==> config.mk <==
export PLATFORM = sky130hd
export DESIGN_NAME = target_predictor
export DESIGN_NICKNAME = d
export VERILOG_FILES = /design/src/rtl/ftp_pkg.sv /design/src/rtl/ftp_target_cache.sv /design/src/rtl/ftp_return_stack.sv /design/src/rtl/ftp_redirect.sv /design/src/rtl/target_predictor.sv
export SDC_FILE = /design/constraint.sdc
export NUM_CORES = 2
export LEC_CHECK = 0
export BUFFER_PORTS_ARGS = -buffer_cell sky130_fd_sc_hd__buf_2
export CAP_MARGIN = 15
export CELL_PAD_IN_SITES_DETAIL_PLACEMENT = 1
export CELL_PAD_IN_SITES_GLOBAL_PLACEMENT = 1
export CORE_ASPECT_RATIO = 0.75
export CORE_UTILIZATION = 53
export CTS_CLUSTER_SIZE = 10
export DETAILED_ROUTE_END_ITERATION = 10
export PLACE_DENSITY = 0.86
export SETUP_SLACK_MARGIN = 0.5
export SLEW_MARGIN = 0
export SYNTH_ARGS = -nofsm -noshare
export SYNTH_HDL_FRONTEND = slang
export SYNTH_SLANG_ARGS = --single-unit
==> constraint.sdc <==
create_clock -name clk -period 8.2 [get_ports clk]
set_input_delay 0.41 -clock clk [delete_from_list [all_inputs] [get_ports clk]]
set_output_delay 0.41 -clock clk [all_outputs]
set_load 0.03 [all_outputs]
==> src/rtl/ftp_pkg.sv <==
package ftp_pkg;

    localparam int unsigned PC_W = 32;

    typedef logic [PC_W-1:0] pc_t;

    typedef enum logic [1:0] {
        SRC_SEQ   = 2'd0,
        SRC_CACHE = 2'd1,
        SRC_STACK = 2'd2
    } pred_src_e;

    typedef struct packed {
        logic valid;
        pc_t  pc;
        logic taken;
        pc_t  target;
        pc_t  pred_target;
        logic call;
        logic ret;
    } dec_info_t;

    function automatic pc_t seq_pc(input pc_t pc);
        return pc + pc_t'(4);
    endfunction

endpackage

==> src/rtl/ftp_target_cache.sv <==
module ftp_target_cache
    import ftp_pkg::*;
#(
    parameter int unsigned ENTRIES = 16
) (
    input  logic clk,
    input  logic rst,
    input  pc_t  lk_pc,
    output logic lk_hit,
    output pc_t  lk_target,
    output logic lk_ret,
    input  logic wr_en,
    input  pc_t  wr_pc,
    input  pc_t  wr_target,
    input  logic wr_ret
);
    localparam int unsigned IDX_W = (ENTRIES > 1) ? $clog2(ENTRIES) : 1;
    localparam int unsigned TAG_W = PC_W - 2 - IDX_W;

    logic [ENTRIES-1:0] vld_q;
    logic [TAG_W-1:0]   tag_q [ENTRIES];
    pc_t                tgt_q [ENTRIES];
    logic               ret_q [ENTRIES];

    logic [IDX_W-1:0] lk_idx, wr_idx;
    logic [TAG_W-1:0] lk_tag, wr_tag;

    assign lk_idx = lk_pc[IDX_W+1:2];
    assign lk_tag = lk_pc[PC_W-1:IDX_W+2];
    assign wr_idx = wr_pc[IDX_W+1:2];
    assign wr_tag = wr_pc[PC_W-1:IDX_W+2];

    assign lk_hit    = vld_q[lk_idx] && (tag_q[lk_idx] == lk_tag);
    assign lk_target = tgt_q[lk_idx];
    assign lk_ret    = ret_q[lk_idx];

    always_ff @(posedge clk) begin
        if (rst) begin
            vld_q <= '0;
        end else if (wr_en) begin
            vld_q[wr_idx] <= 1'b1;
        end
    end

    always_ff @(posedge clk) begin
        if (rst) begin
            for (int i = 0; i < int'(ENTRIES); i++) begin
                tag_q[i] <= '0;
                tgt_q[i] <= '0;
                ret_q[i] <= 1'b0;
            end
        end else if (wr_en) begin
            tag_q[wr_idx] <= wr_tag;
            tgt_q[wr_idx] <= wr_target;
            ret_q[wr_idx] <= wr_ret;
        end
    end

    // an installed entry is valid and tagged with the written address
    a_r6_install_visible: assert property (@(posedge clk) disable iff (rst)
        wr_en |=> vld_q[$past(wr_idx)] && (tag_q[$past(wr_idx)] == $past(wr_tag)));

endmodule

==> src/rtl/ftp_return_stack.sv <==
module ftp_return_stack
    import ftp_pkg::*;
#(
    parameter int unsigned DEPTH = 8
) (
    input  logic clk,
    input  logic rst,
    input  logic push,
    input  pc_t  push_val,
    input  logic pop,
    output pc_t  top
);
    localparam int unsigned PTR_W = (DEPTH > 1) ? $clog2(DEPTH) : 1;
    localparam int unsigned CNT_W = $clog2(DEPTH + 1);
    localparam logic [PTR_W-1:0] PTR_LAST = PTR_W'(DEPTH - 1);
    localparam logic [CNT_W-1:0] CNT_FULL = CNT_W'(DEPTH);

    pc_t              slot_q [DEPTH];
    logic [PTR_W-1:0] ptr_q;
    logic [CNT_W-1:0] cnt_q;
    logic [PTR_W-1:0] ptr_up, ptr_dn;

    assign ptr_up = (ptr_q == PTR_LAST) ? '0 : ptr_q + PTR_W'(1);
    assign ptr_dn = (ptr_q == '0) ? PTR_LAST : ptr_q - PTR_W'(1);
    assign top    = slot_q[ptr_q];

    always_ff @(posedge clk) begin
        if (rst) begin
            ptr_q <= '0;
            cnt_q <= '0;
            for (int i = 0; i < int'(DEPTH); i++) begin
                slot_q[i] <= '0;
            end
        end else if (push) begin
            slot_q[ptr_up] <= push_val;
            ptr_q          <= ptr_up;
            if (cnt_q != CNT_FULL) begin
                cnt_q <= cnt_q + CNT_W'(1);
            end
        end else if (pop && (cnt_q != '0)) begin
            ptr_q <= ptr_dn;
            cnt_q <= cnt_q - CNT_W'(1);
        end
    end

    // a push leaves the pushed value on top
    a_r7_push_on_top: assert property (@(posedge clk) disable iff (rst)
        push |=> top == $past(push_val));

    // occupancy saturates when pushing onto a full stack
    a_r10_count_saturates: assert property (@(posedge clk) disable iff (rst)
        (push && cnt_q == CNT_FULL) |=> cnt_q == CNT_FULL);

    // popping an empty stack disturbs nothing
    a_r11_empty_pop_holds: assert property (@(posedge clk) disable iff (rst)
        (pop && !push && cnt_q == '0) |=> $stable(ptr_q) && $stable(top));

endmodule

==> src/rtl/ftp_redirect.sv <==
module ftp_redirect
    import ftp_pkg::*;
(
    input  logic      clk,
    input  logic      rst,
    input  dec_info_t dec,
    output logic      mismatch,
    output logic      redirect_valid,
    output pc_t       redirect_pc
);
    assign mismatch = dec.valid && dec.taken && (dec.target != dec.pred_target);

    always_ff @(posedge clk) begin
        if (rst) begin
            redirect_valid <= 1'b0;
            redirect_pc    <= '0;
        end else begin
            redirect_valid <= mismatch;
            if (mismatch) begin
                redirect_pc <= dec.target;
            end
        end
    end

endmodule

==> src/rtl/target_predictor.sv <==
module target_predictor
    import ftp_pkg::*;
#(
    parameter int unsigned BTB_ENTRIES = 16,
    parameter int unsigned RAS_DEPTH   = 8
) (
    input  logic            clk,
    input  logic            rst,
    input  logic [PC_W-1:0] fetch_pc,
    output logic [PC_W-1:0] pred_pc,
    output logic            pred_hit,
    output logic            pred_from_stack,
    input  logic            dec_valid,
    input  logic [PC_W-1:0] dec_pc,
    input  logic            dec_taken,
    input  logic [PC_W-1:0] dec_target,
    input  logic [PC_W-1:0] dec_pred_target,
    input  logic            dec_call,
    input  logic            dec_return,
    output logic            redirect_valid,
    output logic [PC_W-1:0] redirect_pc
);
    dec_info_t dec;
    logic      mismatch;
    logic      lk_hit, lk_ret;
    pc_t       lk_target, stack_top;
    pred_src_e src;
    logic      do_push, do_pop;

    assign dec = '{valid: dec_valid, pc: dec_pc, taken: dec_taken, target: dec_target,
                   pred_target: dec_pred_target, call: dec_call, ret: dec_return};

    assign do_push = dec.valid && dec.call;
    assign do_pop  = dec.valid && dec.ret && !dec.call;

    ftp_target_cache #(.ENTRIES(BTB_ENTRIES)) u_cache (
        .clk       (clk),
        .rst       (rst),
        .lk_pc     (fetch_pc),
        .lk_hit    (lk_hit),
        .lk_target (lk_target),
        .lk_ret    (lk_ret),
        .wr_en     (mismatch),
        .wr_pc     (dec.pc),
        .wr_target (dec.target),
        .wr_ret    (dec.ret)
    );

    ftp_return_stack #(.DEPTH(RAS_DEPTH)) u_stack (
        .clk      (clk),
        .rst      (rst),
        .push     (do_push),
        .push_val (seq_pc(dec.pc)),
        .pop      (do_pop),
        .top      (stack_top)
    );

    ftp_redirect u_redir (
        .clk            (clk),
        .rst            (rst),
        .dec            (dec),
        .mismatch       (mismatch),
        .redirect_valid (redirect_valid),
        .redirect_pc    (redirect_pc)
    );

    always_comb begin
        if (!lk_hit)     src = SRC_SEQ;
        else if (lk_ret) src = SRC_STACK;
        else             src = SRC_CACHE;
    end

    always_comb begin
        unique case (src)
            SRC_CACHE: pred_pc = lk_target;
            SRC_STACK: pred_pc = stack_top;
            default:   pred_pc = seq_pc(fetch_pc);
        endcase
    end

    assign pred_hit        = (src != SRC_SEQ);
    assign pred_from_stack = (src == SRC_STACK);

    // a miss predicts the sequential address
    a_r2_miss_sequential: assert property (@(posedge clk) disable iff (rst)
        !pred_hit |-> (pred_pc == fetch_pc + PC_W'(4)) && !pred_from_stack);

    // a redirect only follows a taken, mispredicted decode report
    a_r5_redirect_cause: assert property (@(posedge clk) disable iff (rst)
        redirect_valid |-> $past(dec_valid && dec_taken) && (redirect_pc != $past(dec_pred_target)));

endmodule

==> results.json <==
{
  "status": "finished, final reports clean",
  "final-hold-violation-count": 0,
  "worst_pin_slew_ps": 1275,
  "die_w_um": 385.3,
  "die_h_um": 289.5,
  "cts_tree": "built",
  "ir_drop_v": 0.0001901,
  "path_max_fanout": 65,
  "initial_core_util_pct": 53.42,
  "hp-class": "input port to register",
  "placed_cells": 5263,
  "fp.coreArea_sq_mm": 0.1093,
  "wl_met3_um": 26870,
  "whs_path_depth": 3,
  "synthFlopType": "edfxtp_1",
  "rr_startpoint": "u_stack.ptr_q[0]",
  "timing.fmax_ghz": 0.1659,
  "drv_slew": 0,
  "syn2layout_area_growth_pct": 10.56,
  "num-fill-cells": 10020,
  "portBuffers": 200,
  "syn_area_per_cell_sq_um": 14.82,
  "worstHoldStart": "dec_call",
  "async_flop_share_pct": 0,
  "worstPathRequired_ps": 7790,
  "syn_nets": 4086,
  "num_vias": 38220,
  "ys_top_cells_by_area": "edfxtp_1 62%, mux4_2 13%, and2_1 7.4%, and3_1 2.7%, nor2_1 2.2%",
  "setup_violations": 0,
  "track_usage_pct": 36.97,
  "p_per_area_mw_per_mm2": 232.5,
  "yosysTopAreaCellShare_pct": 61.71,
  "reg2reg_to": "u_stack.slot_q[5][27]",
  "drt-total-wl_um": 205100,
  "final_cells": 5480,
  "critPathKind": "input port to output port",
  "cts_buffers": 145,
  "place.gp.congestion": 0.9276,
  "ys_warn_count": 0,
  "synth-seq-cells": 1259,
  "cts-htree-levels": 4,
  "drt_iter0_markers": 6206,
  "wl_met2_um": 94060,
  "synth_cell_types": 68,
  "cp_data_arrival_time_ps": 5620,
  "grt_pass1_wl_um": 289400,
  "ios": 201,
  "tns_ps": 0,
  "grt-ovfl-total": 0,
  "start_kind": "input port",
  "ys_seq_area_share_pct": 63.73,
  "path_cells": "buf_4 -> buf_12 -> inv_1 -> mux4_2 -> xor2_1 -> a21oi_1 -> nand2b_1 -> nor4b_2 -> nand4_4 -> mux2i_1 -> buf_2",
  "first_pass_iters": 6,
  "reg2reg_depth": 7,
  "clk_pin_slew_ps": 50,
  "syn_area_sq_mm": 0.05839,
  "maxCapViolCount": 0,
  "crit_buf_inv": 4,
  "slew_headroom_pct": 14.37,
  "synth-edff-count": 1200,
  "root_buffer": "clkbuf_16",
  "layout.nets": 4114,
  "yosys.area.top_type": "edfxtp_1",
  "ant_nets": 0,
  "vias_per_cell": 6.974,
  "hpwlAfterDp_um": 116800,
  "grt_setup_unrepaired": "false",
  "rows": 105,
  "holdWs_ps": 28.91,
  "grt_pass1_vias": 39690,
  "wl_met1_um": 72160,
  "highest_layer": "met5",
  "max_stage_delay_ps": 870,
  "crit_path_top_delay_cell": "nand4_4",
  "reg2reg_slack_ps": 4600,
  "post_cts_buffers": 0,
  "period_minus_slack_ps": 6027,
  "power.leakage_nw": 23.55,
  "end_kind": "output port",
  "die_area_sq_mm": 0.1115,
  "antenna_found_initial": 17,
  "finClkSkew_ps": 22.14,
  "clock-sinks": 1259,
  "drive_gt1_share_pct": 20.78,
  "grt_max_degree": 95,
  "wl_per_cell_um": 37.43,
  "drc": 0,
  "cpLargestDelayFamily": "buffers and inverters",
  "clk_path_buf_depth": 3,
  "worst_skew_pair.late_latency_ps": 790,
  "syn_inst": 3940,
  "final.period_utilization_pct": 73.50,
  "p_total_mw": 15.01
}
==> flip-flops by register name (all words and copies together), names as in the netlist, named ones only <==
name and count:
u_cache.vld_q 16, u_stack.cnt_q 4, u_redir.redirect_pc 32, u_stack.slot_q 256
u_stack.ptr_q 3, u_cache.ret_q 16, u_redir.redirect_valid 1, u_cache.tgt_q 512
u_cache.tag_q 416
==> worst max-delay path by stage <==
| stage | start | endpoint | slack (ps) | depth (start not counted) |
|---|---|---|---|---|
| final | fetch_pc[4] | pred_pc[15] | 2170 | 11 |
| after global routing | fetch_pc[4] | pred_pc[15] | 2110 | 11 |
| after CTS | fetch_pc[3] | pred_pc[15] | 2500 | 11 |
| after detailed placement | fetch_pc[4] | pred_pc[3] | 2520 | 11 |
| after global placement | fetch_pc[3] | pred_pc[10] | 2730 | 11 |
| after floorplan | dec_target[25] | u_cache.ret_q[4] | 1710 | 9 |
==> Yosys cell counts, types with 31 or more instances <==
library cell / count
edfxtp_1: 1200
and2_1: 694
nor2_1: 338
mux4_2: 332
clkbuf_1: 330
and3_1: 248
mux2i_1: 124
nand2_1: 83
xnor2_1: 70
dfxtp_1: 59
o21ai_0: 45
xor2_1: 41
nand3_1: 34
nor3_1: 31
==> kinds of logic after synthesis <==
| kind of cell | Yosys count | synth area share (%) |
|---|---|---|
| AOI/OAI and AO/OA | 148 | 1.656 |
| xor gates and xnor gates | 111 | 1.665 |
| adders and majority gates | 12 | 0.2700 |
| buffers and inverters | 423 | 3.004 |
| DFF | 1259 | 63.73 |
| muxes | 477 | 15.35 |
| and+or+nand+nor | 1510 | 14.32 |
==> tightest hold or removal path: stages <==
cell     delay (ps)
buf_2           160
nand3_1         110
a21oi_1          80
==> power by group <==
part           switching (mW)  internal, mW
logic                    1.01         0.503
registers               0.139          7.37
clock network            2.63          3.36
==> routing by layer <==
metal / track usage, % / up-vias
met1: 48.46 / 19750
met2: 56.36 / 3159
met3: 10.78 / 684
met5: 0 / -
li1: - / 14610
met4: 19.34 / 12
==> layout by cell type (no fill, tap or decap), types with 5 or more instances in the layout <==
master / count
xor2_1: 41
mux2i_1: 124
buf_4: 74
and4_1: 6
edfxtp_1: 1200
a21oi_1: 25
nor2_1: 330
nand2b_1: 8
dfxtp_1: 56
and3_1: 244
o22ai_1: 10
clkbuf_1: 50
o21ai_0: 37
clkbuf_16: 150
a21o_1: 18
buf_2: 197
mux2_2: 19
nor3_1: 27
nor2_4: 8
nand2_1: 83
ha_1: 11
nand4_1: 20
a22oi_1: 10
mux4_2: 332
nor4_1: 13
o21ai_4: 9
or2_4: 8
nand3_1: 34
a22o_1: 5
and2_1: 693
nor2b_1: 8
inv_1: 24
xnor2_1: 70
a221oi_1: 6
==> what timing repair did <==
| action | 4_1_cts | 5_1_grt |
|---|---|---|
| gates resized for setup | 0 | 0 |
| endpoints found under the hold margin | 4 | 0 |
| hold buffers | 2 | 0 |
==> stage by stage <==
stage	utilization [%]	cell area [sq um]	worst slack, ps
floorplan	-	58390	1705
global placement	55.27	60410	2733
detailed placement	55.27	60410	2516
CTS	59.05	64550	2497
global route	59.06	64550	2107
finish	59.06	64560	2173
==> area by class of cell <==
cell class / instances / area, sq um / area share [%]
clock buffer: 200 / 3941 / 6.105
sequential: 1259 / 37220 / 57.66
clock inverter: 12 / 177.7 / 0.2752
multi-input combinational: 2258 / 19650 / 30.44
inverter: 26 / 98.84 / 0.1531
antenna: 3 / 7.507 / 0.01163
timing repair buffer: 278 / 1652 / 2.558
tap: 1444 / 1807 / 2.799
No activity file was read; power rests on OpenSTA's default activity.
